[src/rtl/ppide_pkg.sv]
package ppide_pkg;

  localparam int IDX_W = 3;
  localparam int NIB_W = 4;

  typedef enum logic [1:0] {SEL_NONE, SEL_FILE, SEL_BURST, SEL_DROP} sel_e;
  typedef enum logic [1:0] {BP_OFF, BP_RUN, BP_TAIL, BP_DONE} bph_e;

  typedef struct packed {
    sel_e             kind;
    logic             alt;
    logic [IDX_W-1:0] idx;
  } target_t;

  // control codes the bridge reacts to
  localparam logic [7:0] CT_IDLE    = 8'h04;
  localparam logic [7:0] CT_WR_A    = 8'h05;
  localparam logic [7:0] CT_NIB_LO  = 8'h06;
  localparam logic [7:0] CT_WR_B    = 8'h07;
  localparam logic [7:0] CT_ADR_A   = 8'h0C;
  localparam logic [7:0] CT_ADR_B   = 8'h0E;
  localparam logic [7:0] CT_BST_EVN = 8'hA4;
  localparam logic [7:0] CT_BST_ODD = 8'hA6;
  localparam logic [7:0] CT_BST_END = 8'hAC;

  localparam logic [7:0] AD_DROP = 8'h20;
  localparam logic [NIB_W-1:0] ID_HIGH = 4'b0100;

  // latch patterns, newest event in the lowest byte
  localparam logic [31:0] PAT_ADDR  = {CT_ADR_A, CT_ADR_B, CT_ADR_A, CT_IDLE};
  localparam logic [31:0] PAT_WRITE = {CT_WR_A, CT_WR_B, CT_WR_A, CT_IDLE};

  function automatic target_t decode_target(input logic [7:0] a);
    target_t t;
    t.kind = SEL_NONE;
    t.alt  = a[4];
    t.idx  = a[IDX_W-1:0];
    if (a == AD_DROP)
      t.kind = SEL_DROP;
    else if (a[7:6] == 2'b11 && (a[5:3] == 3'b001 || a[5:3] == 3'b010))
      t.kind = SEL_BURST;
    else if (a[7:3] == 5'b00001 || a[7:3] == 5'b00010)
      t.kind = SEL_FILE;
    return t;
  endfunction

  function automatic logic [7:0] nibble_view(input logic [7:0] b, input logic hi);
    return hi ? {b[7:4], 4'h0} : {b[3:0], 4'h0};
  endfunction

endpackage

[src/rtl/ppide_sync.sv]
module ppide_sync #(
  parameter int         W       = 8,
  parameter logic [W-1:0] RST_VAL = '0
) (
  input  logic         clk,
  input  logic         rst_n,
  input  logic [W-1:0] d,
  output logic [W-1:0] q
);
  logic [W-1:0] meta;

  always_ff @(posedge clk or negedge rst_n) begin
    if (!rst_n) begin
      meta <= RST_VAL;
      q    <= RST_VAL;
    end else begin
      meta <= d;
      q    <= meta;
    end
  end
endmodule

[src/rtl/ppide_seqmatch.sv]
module ppide_seqmatch #(
  parameter int             W       = 8,
  parameter int             LEN     = 4,
  parameter logic [LEN*W-1:0] PATTERN = '0,
  parameter int             CAP_AGE = 0,
  parameter logic [W-1:0]   FILL    = '1
) (
  input  logic         clk,
  input  logic         rst_n,
  input  logic         ev,
  input  logic [W-1:0] val,
  input  logic [W-1:0] data,
  output logic         hit,
  output logic [W-1:0] cap
);
  localparam int HN = LEN - 1;

  logic [W-1:0]   vh [HN];
  logic [LEN-1:0] ok;

  assign ok[0] = (val == PATTERN[0 +: W]);

  generate
    for (genvar k = 1; k < LEN; k++) begin : g_slot
      assign ok[k] = (vh[k-1] == PATTERN[k*W +: W]);
    end
  endgenerate

  assign hit = ev && (&ok);

  always_ff @(posedge clk or negedge rst_n) begin
    if (!rst_n) begin
      for (int k = 0; k < HN; k++) vh[k] <= FILL;
    end else if (ev) begin
      vh[0] <= val;
      for (int k = 1; k < HN; k++) vh[k] <= vh[k-1];
    end
  end

  generate
    if (CAP_AGE == 0) begin : g_cap_now
      assign cap = data;
    end else begin : g_cap_old
      logic [W-1:0] dh [CAP_AGE];
      always_ff @(posedge clk or negedge rst_n) begin
        if (!rst_n) begin
          for (int k = 0; k < CAP_AGE; k++) dh[k] <= '0;
        end else if (ev) begin
          dh[0] <= data;
          for (int k = 1; k < CAP_AGE; k++) dh[k] <= dh[k-1];
        end
      end
      assign cap = dh[CAP_AGE-1];
    end
  endgenerate
endmodule

[src/rtl/ppide_xfer.sv]
module ppide_xfer
  import ppide_pkg::*;
#(
  parameter int DW = 8,
  parameter int CW = 8,
  parameter int IW = IDX_W
) (
  input  logic          clk,
  input  logic          rst_n,
  input  logic          ev,
  input  logic [CW-1:0] ev_val,
  input  logic          ctl_bit5,
  input  logic          latch_hit,
  input  logic [DW-1:0] latch_byte,
  input  logic          wr_hit,
  input  logic [DW-1:0] wr_byte,
  input  logic [DW-1:0] rdata,
  output logic          ide_rd,
  output logic          ide_wr,
  output logic          ide_alt,
  output logic [IW-1:0] ide_idx,
  output logic [DW-1:0] ide_wdata,
  output logic [DW-1:0] status,
  output logic [DW-1:0] dout,
  output logic          oe,
  output sel_e          sel_o,
  output bph_e          bph_o
);
  localparam int NW = DW / 2;

  sel_e          sel_q;
  bph_e          bph_q;
  logic          alt_q, hi_q, to_bus_q;
  logic [IW-1:0] idx_q;
  logic [DW-1:0] byte_q;
  logic [NW-1:0] id_q;
  target_t       tgt;
  logic          fetch_nib, fetch_bus, do_write;

  always_comb begin
    tgt       = decode_target(latch_byte);
    fetch_nib = ev && !latch_hit && sel_q == SEL_FILE && ev_val == CT_NIB_LO;
    fetch_bus = ev && !latch_hit && sel_q == SEL_BURST && bph_q == BP_RUN &&
                (ev_val == CT_BST_ODD || ev_val == CT_BST_EVN);
    do_write  = wr_hit && sel_q == SEL_FILE;
  end

  always_ff @(posedge clk or negedge rst_n) begin
    if (!rst_n) begin
      sel_q     <= SEL_NONE;
      bph_q     <= BP_OFF;
      alt_q     <= 1'b0;
      idx_q     <= '0;
      hi_q      <= 1'b0;
      to_bus_q  <= 1'b0;
      ide_rd    <= 1'b0;
      ide_wr    <= 1'b0;
      ide_wdata <= '0;
      byte_q    <= '0;
      dout      <= '0;
      id_q      <= '0;
    end else begin
      ide_rd   <= fetch_nib | fetch_bus;
      to_bus_q <= fetch_bus;
      ide_wr   <= do_write;
      if (do_write) ide_wdata <= wr_byte;
      if (ide_rd) begin
        if (to_bus_q) dout   <= rdata;
        else          byte_q <= rdata;
      end
      if (latch_hit) begin
        alt_q <= tgt.alt;
        idx_q <= tgt.idx;
        hi_q  <= 1'b0;
        case (tgt.kind)
          SEL_FILE:  begin sel_q <= SEL_FILE;  bph_q <= BP_OFF; end
          SEL_BURST: begin sel_q <= SEL_BURST; bph_q <= BP_RUN; end
          default:   begin sel_q <= SEL_NONE;  bph_q <= BP_OFF; end
        endcase
      end else if (ev) begin
        case (sel_q)
          SEL_FILE: begin
            if (ev_val == CT_NIB_LO)    hi_q <= 1'b0;
            else if (ev_val == CT_IDLE) hi_q <= 1'b1;
          end
          SEL_NONE: begin
            if (ev_val == CT_IDLE) id_q <= ID_HIGH;
            else if (ev_val == CT_NIB_LO || ev_val == CT_WR_B) id_q <= '0;
          end
          SEL_BURST: begin
            if (!ev_val[5]) bph_q <= BP_OFF;
            else if (bph_q == BP_RUN && ev_val == CT_BST_END) bph_q <= BP_TAIL;
            else if (bph_q == BP_TAIL && ev_val == CT_BST_EVN) bph_q <= BP_DONE;
          end
          default: ;
        endcase
      end
    end
  end

  assign ide_alt = alt_q;
  assign ide_idx = idx_q;
  assign status  = (sel_q == SEL_NONE) ? {id_q, {NW{1'b0}}} : nibble_view(byte_q, hi_q);
  assign oe      = (bph_q != BP_OFF) && ctl_bit5;
  assign sel_o   = sel_q;
  assign bph_o   = bph_q;
endmodule

[src/rtl/ppide_bridge.sv]
module ppide_bridge
  import ppide_pkg::*;
#(
  parameter int DW = 8,
  parameter int CW = 8,
  parameter int IW = IDX_W
) (
  input  logic          clk,
  input  logic          rst_n,
  input  logic [CW-1:0] pp_ctrl,
  input  logic [DW-1:0] pp_data_in,
  output logic [DW-1:0] pp_data_out,
  output logic          pp_data_oe,
  output logic [DW-1:0] pp_status,
  output logic          ide_alt,
  output logic [IW-1:0] ide_idx,
  output logic [DW-1:0] ide_wdata,
  input  logic [DW-1:0] ide_rdata,
  output logic          ide_rd,
  output logic          ide_wr
);
  localparam int PLEN = 4;

  logic [CW-1:0] ctl_now, ctl_prev;
  logic [DW-1:0] dat_now, lat_cap, wr_cap;
  logic          ctl_ev, latch_hit, wr_hit, latch_drop;
  sel_e          sel_kind;
  bph_e          bph;

  ppide_sync #(.W(CW), .RST_VAL(CW'(CT_IDLE))) u_sync_ctl (
    .clk(clk), .rst_n(rst_n), .d(pp_ctrl), .q(ctl_now));
  ppide_sync #(.W(DW), .RST_VAL('0)) u_sync_dat (
    .clk(clk), .rst_n(rst_n), .d(pp_data_in), .q(dat_now));

  always_ff @(posedge clk or negedge rst_n) begin
    if (!rst_n) ctl_prev <= CW'(CT_IDLE);
    else        ctl_prev <= ctl_now;
  end
  assign ctl_ev = (ctl_now != ctl_prev);

  ppide_seqmatch #(.W(CW), .LEN(PLEN), .PATTERN(PAT_ADDR), .CAP_AGE(0)) u_match_addr (
    .clk(clk), .rst_n(rst_n), .ev(ctl_ev), .val(ctl_now), .data(dat_now),
    .hit(latch_hit), .cap(lat_cap));

  ppide_seqmatch #(.W(CW), .LEN(PLEN), .PATTERN(PAT_WRITE), .CAP_AGE(2)) u_match_wr (
    .clk(clk), .rst_n(rst_n), .ev(ctl_ev), .val(ctl_now), .data(dat_now),
    .hit(wr_hit), .cap(wr_cap));

  assign latch_drop = latch_hit && (decode_target(lat_cap).kind == SEL_DROP);

  ppide_xfer #(.DW(DW), .CW(CW), .IW(IW)) u_xfer (
    .clk(clk), .rst_n(rst_n), .ev(ctl_ev), .ev_val(ctl_now), .ctl_bit5(ctl_now[5]),
    .latch_hit(latch_hit), .latch_byte(lat_cap), .wr_hit(wr_hit), .wr_byte(wr_cap),
    .rdata(ide_rdata), .ide_rd(ide_rd), .ide_wr(ide_wr), .ide_alt(ide_alt),
    .ide_idx(ide_idx), .ide_wdata(ide_wdata), .status(pp_status), .dout(pp_data_out),
    .oe(pp_data_oe), .sel_o(sel_kind), .bph_o(bph));
endmodule

[config.mk]
export PLATFORM = sky130hd
export DESIGN_NAME = ppide_bridge
export DESIGN_NICKNAME = d
export VERILOG_FILES = /design/src/rtl/ppide_pkg.sv /design/src/rtl/ppide_sync.sv /design/src/rtl/ppide_seqmatch.sv /design/src/rtl/ppide_xfer.sv /design/src/rtl/ppide_bridge.sv
export SDC_FILE = /design/constraint.sdc
export NUM_CORES = 1
export LEC_CHECK = 0
export BUFFER_PORTS_ARGS = -buffer_cell sky130_fd_sc_hd__buf_2
export CORE_MARGIN = 2
export CORE_UTILIZATION = 45
export CTS_CLUSTER_DIAMETER = 100
export CTS_CLUSTER_SIZE = 25
export DETAILED_ROUTE_END_ITERATION = 12
export PLACE_DENSITY_LB_ADDON = 0.1
export SLEW_MARGIN = 10
export SYNTH_ARGS = -nofsm -noshare
export SYNTH_HDL_FRONTEND = slang
export SYNTH_SLANG_ARGS = --single-unit
export TNS_END_PERCENT = 20
[constraint.sdc]
create_clock -name clk -period 2.9 [get_ports clk]
set_input_delay 0.58 -clock clk [delete_from_list [all_inputs] [get_ports clk]]
set_output_delay 0.58 -clock clk [all_outputs]
set_load 0.05 [all_outputs]
Word-level counts from Yosys, hierarchy flattened. Cells that the tools add are included.

Logic and storage cells: 103. Input port bits: 26. Register bits after elaboration: 120. Output and inout port bits: 31.

Multiplexer cells: 20. Equal/unequal tests: 26. Bitwise operators: 3. Reductions and logical operators: 32.

Operators by type and width (count): $eq 8x3->1 const B (6); $eq 8x4->1 const B (3); $eq 8x8->1 const B (3); $mux 2 (8); $mux 8 (2); $logic_and 1x1->1 (13); $reduce_and 4->1 (3); $reduce_bool 2->1 (5); $eq 2x2->1 const B (4); $eq 8x6->1 const B (1); $mux 4 (2); $ne 8x8->1 (1); $mux 1 (7); $eq 2x1->1 const B (3); $reduce_and 3->1 (2); $eq 5x1->1 const B (1); $eq 5x2->1 const B (1); $logic_or 1x1->1 (4); $ne 4x1->1 const B (1); $pmux 2 s2 (1); $reduce_and 2->1 (2); $eq 3x1->1 const B (1); $eq 3x2->1 const B (1); $reduce_bool 3->1 (1); 4 further kinds (5).

Depth between registers and ports, before layout.
Depth in word-level cells: 9. Mapped depth: 8. Depth with buffers taken out: 5.

Hierarchy. A second synthesis with hierarchy kept.

Cell total of the unflattened synthesis: 358. Area total of the unflattened synthesis: 5524.0 um2.

Modules (own cells, without submodules): ppide_seqmatch (u_match_wr) (instances 1, seq. area each 1031.0 um2, cells an instance 106, area each 1692.9 um2); ppide_xfer (instances 1, seq. area each 925.9 um2, cells an instance 129, area each 1647.8 um2); ppide_seqmatch (u_match_addr) (instances 1, seq. area each 630.6 um2, cells an instance 72, area each 1092.3 um2); ppide_sync (u_sync_ctl) (instances 1, seq. area each 402.9 um2, cells an instance 16, area each 402.9 um2); ppide_sync (u_sync_dat) (instances 1, seq. area each 400.4 um2, cells an instance 16, area each 400.4 um2); ppide_bridge (instances 1, seq. area each 201.4 um2, cells an instance 19, area each 287.8 um2).

Worst setup path after synthesis. OpenSTA, ideal clock, no wires.

Path type: register to register. From: register, netlist name u_match_addr.vh[9]. To: register u_xfer.ide_wdata[0]. Setup time: 0.125 ns. Required time: 2.775 ns. Stages on the path, launching flop included: 6. Data arrival time: 2.287 ns. Path slack: 0.488 ns. Path buffers: 0. Period minus slack after synthesis: 2.412 ns. Path through: dfstp_2 -> or4b_4 -> or4_4 -> nor4_4 -> nand3b_4 -> mux2_4.

RTL lines: end signal: assignment (line ppide_xfer.sv:66) `if (do_write) ide_wdata <= wr_byte;`; end: declaration (line ppide_xfer.sv:22) `output logic [DW-1:0] ide_wdata,`.

==> results by stage <==
Floorplan:
- 57 I/O pins were placed.
- The area of the core region is 9684 µm².
- The y dimension of the die is 103.5 µm.
- The die area is 10720 µm².
- The floorplan has 36 rows.
- The horizontal die dimension is 103.5 µm.
- The initial core utilization is 0.4605.

Clock tree:
- The total number of H-tree levels is 4.
- The longest clock path from root to sink contains 2 buffers.
- The clock edge transition at the registers on the reported setup and hold paths is 0.06 ns.
- In this run, post-CTS repair resized a total of 0 instances.
- The worst-skew pair later-pin latency is 0.52 ns.
- The cell at the root of the clock tree is clkbuf_8.
- TritonCTS built the clock tree.
- The clock buffer count from CTS is 17.
- The clock drives 117 sinks.
- The number of buffers inserted for hold repair after clock tree synthesis is 0.
- The number of buffers added for setup after CTS is 0.

Placement:
- The estimated wirelength of the detail-placed design is 4862 µm.
- At the end of routability-driven placement, the weighted congestion stood at 0.7675.
- The number of instances in the placed design is 461.
- The placed standard-cell area is 4892 µm².
- The number of buffers inserted by port buffering is 52.

Global routing:
- The total grt overflow is 0.
- The number of global-route vias before repair came to 2550.
- The first global-routing pass estimated 12790 µm of wire.
- In the global route stage, met2 resource usage came out at 0.2327.
- In the global route stage, met1 resource usage came out at 0.1996.
- Entering global routing, the biggest net connects 53 pins.
- After global routing, the most crowded layer is met2.
- The overall fraction of global-route tracks in use is 0.1565.
- The fraction of met3 tracks used by global routing is 0.05349.
- The initial antenna violation count is 0.

Final layout:
- The fraction of final layout cells sized beyond drive strength 1 is 0.5333.
- The final standard cell count with taps included and fillers excluded is 493.
- After the last flow step, the layout net total stands at 373.
- Across the whole layout, storage elements account for 2962 µm².
- The multi-input combinational cells in the finished layout cover a total of 1440 µm².
- The most common cell after layout, fill and taps aside is dfrtp_1.
- The number of antenna diodes in the final layout is 0.
- Fill cells in the final layout number 805.
- The area overhead of the layout relative to synthesis is 23.32%.
- Leaving out fill and tap cells, the most frequent cells in the layout are 90 x dfrtp_1, 56 x mux2_2, 51 x buf_2.
- Once layout is done, the placed cells without fillers occupy 5499 µm².

Setup path:
- The startpoint identified for the worst register-to-register timing path is u_match_addr.vh[9].
- The critical path endpoint category is a register.
- The depth of the worst register-to-register path is 5.
- In this design, the stage delay of the slowest critical-path cell is 0.53 ns.
- The number of logic stages on the critical path including buffering is 5.
- Walking the worst path, the cells encountered are or4b_4, or4_4, nor4_4, nand3b_4, mux2_4.
- The critical path is of the reg -> reg type.
- The setup slack of the worst register-to-register path is 0.37 ns.
- In this design, the largest share of critical-path delay is due to simple AND/OR/NAND/NOR gates.
- The worst setup path is launched from a register.
- At the worst endpoint, the arrival time is 2.94 ns.
- The slowest stage cell on the critical path is dfstp_2.
- Tracing the worst setup path back leads to its startpoint at u_match_addr.vh[9].
- In this run the critical register-to-register path is captured at u_xfer.ide_wdata[6].
- The number of buffers and inverters on the critical path is 0.
- Along the worst path, the maximum fanout reaches 8.
- The end point of the critical path is u_xfer.ide_wdata[6].
- Data on the critical path is required at its endpoint by 3.31 ns.

Pwr:
- The total chip power is 4.041 mW.
- The switching power as a share of total power is 0.2244.
- The internal power contribution is 3.134 mW.
- Across the VDD grid, the largest voltage drop is 0.3966 mV.
- The share of total power dissipated in combinational logic is 0.045.
- The power density normalized to cell area is 734.8 nW/µm².
- The switching power of the nets is 0.9065 mW.
- The share of total power dissipated in the clock network is 0.519.
- The part of the power in registers is 0.436.
- The leakage power is 2.498 nW.

Logic synthesis:
- Yosys mapped the design onto 49 distinct sky130hd cell types.
- Yosys printed 0 warnings.
- The mapped netlist covers 4459 µm².
- For this run, the register share of the synthesized area comes to 0.6641.
- The share of flip-flops with an asynchronous set or reset after synthesis is 1.000.
- The gate count of the mapped netlist is 280.
- The flip-flop cell with the highest count after synthesis is dfrtp_1.
- Yosys mapped a number of flops with a built-in enable equal to 0.
- Synthesis inferred 117 register bits.
- A synthesized cell averages 15.93 µm².

Status:
- The flow ran to the end, and the final reports show no timing, DRC or antenna violations.

Timing:
- The number of hold violations in the final report is 0.
- The routed design could run at a clock period as short as 2.530 ns.
- Setup total negative slack on the finished layout was measured at 0 ns.
- For this run, the top clock speed supported by timing is 395.3 MHz.
- Setup repair after global routing left no endpoint under its margin.
- For the pin with the worst max-slew slack, the measured transition is 0.7159 ns.
- In this run the tightest slew margin relative to its limit is 0.5217.
- The max-slew violation total from the final report is 0.
- The final clock skew is 0.009319 ns.
- The final number of setup-violating endpoints is 0.
- Dividing the final minimum period by the clock period gives 0.8724.
- The worst hold slack is 0.06708 ns.

Detailed routing:
- The final routed DRC violation total is 0.
- The via count is 2434.
- Dividing the detail-routed via count by the number of cells gives 4.937.
- Wires add up to 7367 µm.
- The remaining antenna violation count after routing is 0.
- For this run, the detailed router's first-pass iteration total came to 4.
- The violation count after the first detailed-routing iteration is 104.
- The routed wirelength normalized by instance count is 14.94 µm.

Job:
- The number of maximum-capacitance violations is 0.

Min path:
- The classification of the worst-slack hold path is in -> async.
[stage by stage]
stage	setup slack [ns]	util
after global routing	0.3061	0.5678
after global placement	0.3898	0.5052
after detailed placement	0.3568	0.5052
final	0.3700	0.5678
after floorplan	0.4882	-
after CTS	0.3435	0.5678
[sequential cells by signal, summed over array words and instances, names as in the netlist, 8 cells and up]
register,flops
u_match_wr.cap,8
ctl_prev,8
u_match_wr.g_cap_old.dh,8
u_match_addr.vh,16
u_xfer.byte_q,8
u_sync_ctl.q,8
u_sync_dat.q,8
u_sync_ctl.meta,8
u_xfer.ide_wdata,8
u_match_wr.vh,8
u_xfer.dout,8
u_sync_dat.meta,8
[worst min path at each step]
stage                                   from                     endpoint  slack, ns  cells after the start
after floorplan                        rst_n                  ctl_prev[0]       0.28                      0
after global placement    u_sync_ctl.meta[1]              u_sync_ctl.q[1]       0.33                      0
after detailed placement  u_sync_dat.meta[3]              u_sync_dat.q[3]       0.33                      0
after CTS                              rst_n  u_match_wr.g_cap_old.dh[12]       0.09                      1
after global routing                   rst_n              u_sync_dat.q[4]       0.11                      1
final                                  rst_n           u_sync_dat.meta[3]       0.07                      1
[cells in the mapped netlist (all sizes together) (2+ instances only)]
master,n,share of area
clkbuf,3,0.0025
xnor2,9,0.018
nand2,5,0.0042
nand3b,3,0.0079
dfrtp,90,0.51
nand3,2,0.0022
dfstp,27,0.16
nand4,3,0.0042
nand2b,5,0.0070
buf,10,0.014
nor4b,2,0.0039
or4b,3,0.0076
nor2b,2,0.0028
nor2,9,0.0081
nor4,5,0.012
or4,2,0.0051
nor3,4,0.0045
mux2,71,0.19
o31ai,3,0.0051
mux2i,4,0.0090
[per-layer routing]
| metal | share of wire | wire, µm | up-vias |
|---|---|---|---|
| li1 | - | - | 1134 |
| met1 | 0.45 | 3283 | 1234 |
| met2 | 0.49 | 3613 | 53 |
| met3 | 0.042 | 307 | 13 |
| met4 | 0.022 | 164 | 0 |
| met5 | 0 | 0 | - |
[logic make-up after synthesis]
family / Yosys count / synth area share
flip-flops: 117 / 0.6641
multiplexers: 75 / 0.1950
AND/OR/NAND/NOR: 51 / 0.08221
buffers and inverters: 14 / 0.01711
AO/OA/AOI/OAI: 13 / 0.02301
XOR/XNOR: 9 / 0.01768
other: 1 / 0.0008409
[layout make-up]
class	count	area share
clock buffer	19	0.07850
clock inverter	13	0.03185
inverter	1	0.0006826
multi-input combinational	152	0.2619
sequential	117	0.5386
tap	133	0.03026
timing repair buffer	58	0.05825
[power by group through the flow]
stage,Combinational [mW],Sequential [mW],Clock [mW]
4_1_cts,0.187,1.76,2.15
3_5_place_dp,0.187,1.79,0
5_1_grt,0.202,1.77,2.22
6_report,0.182,1.76,2.10
3_3_place_gp,0.184,1.79,0
2_1_floorplan,0.0947,1.80,0
Note: power is estimated with default switching activity, not from simulation.
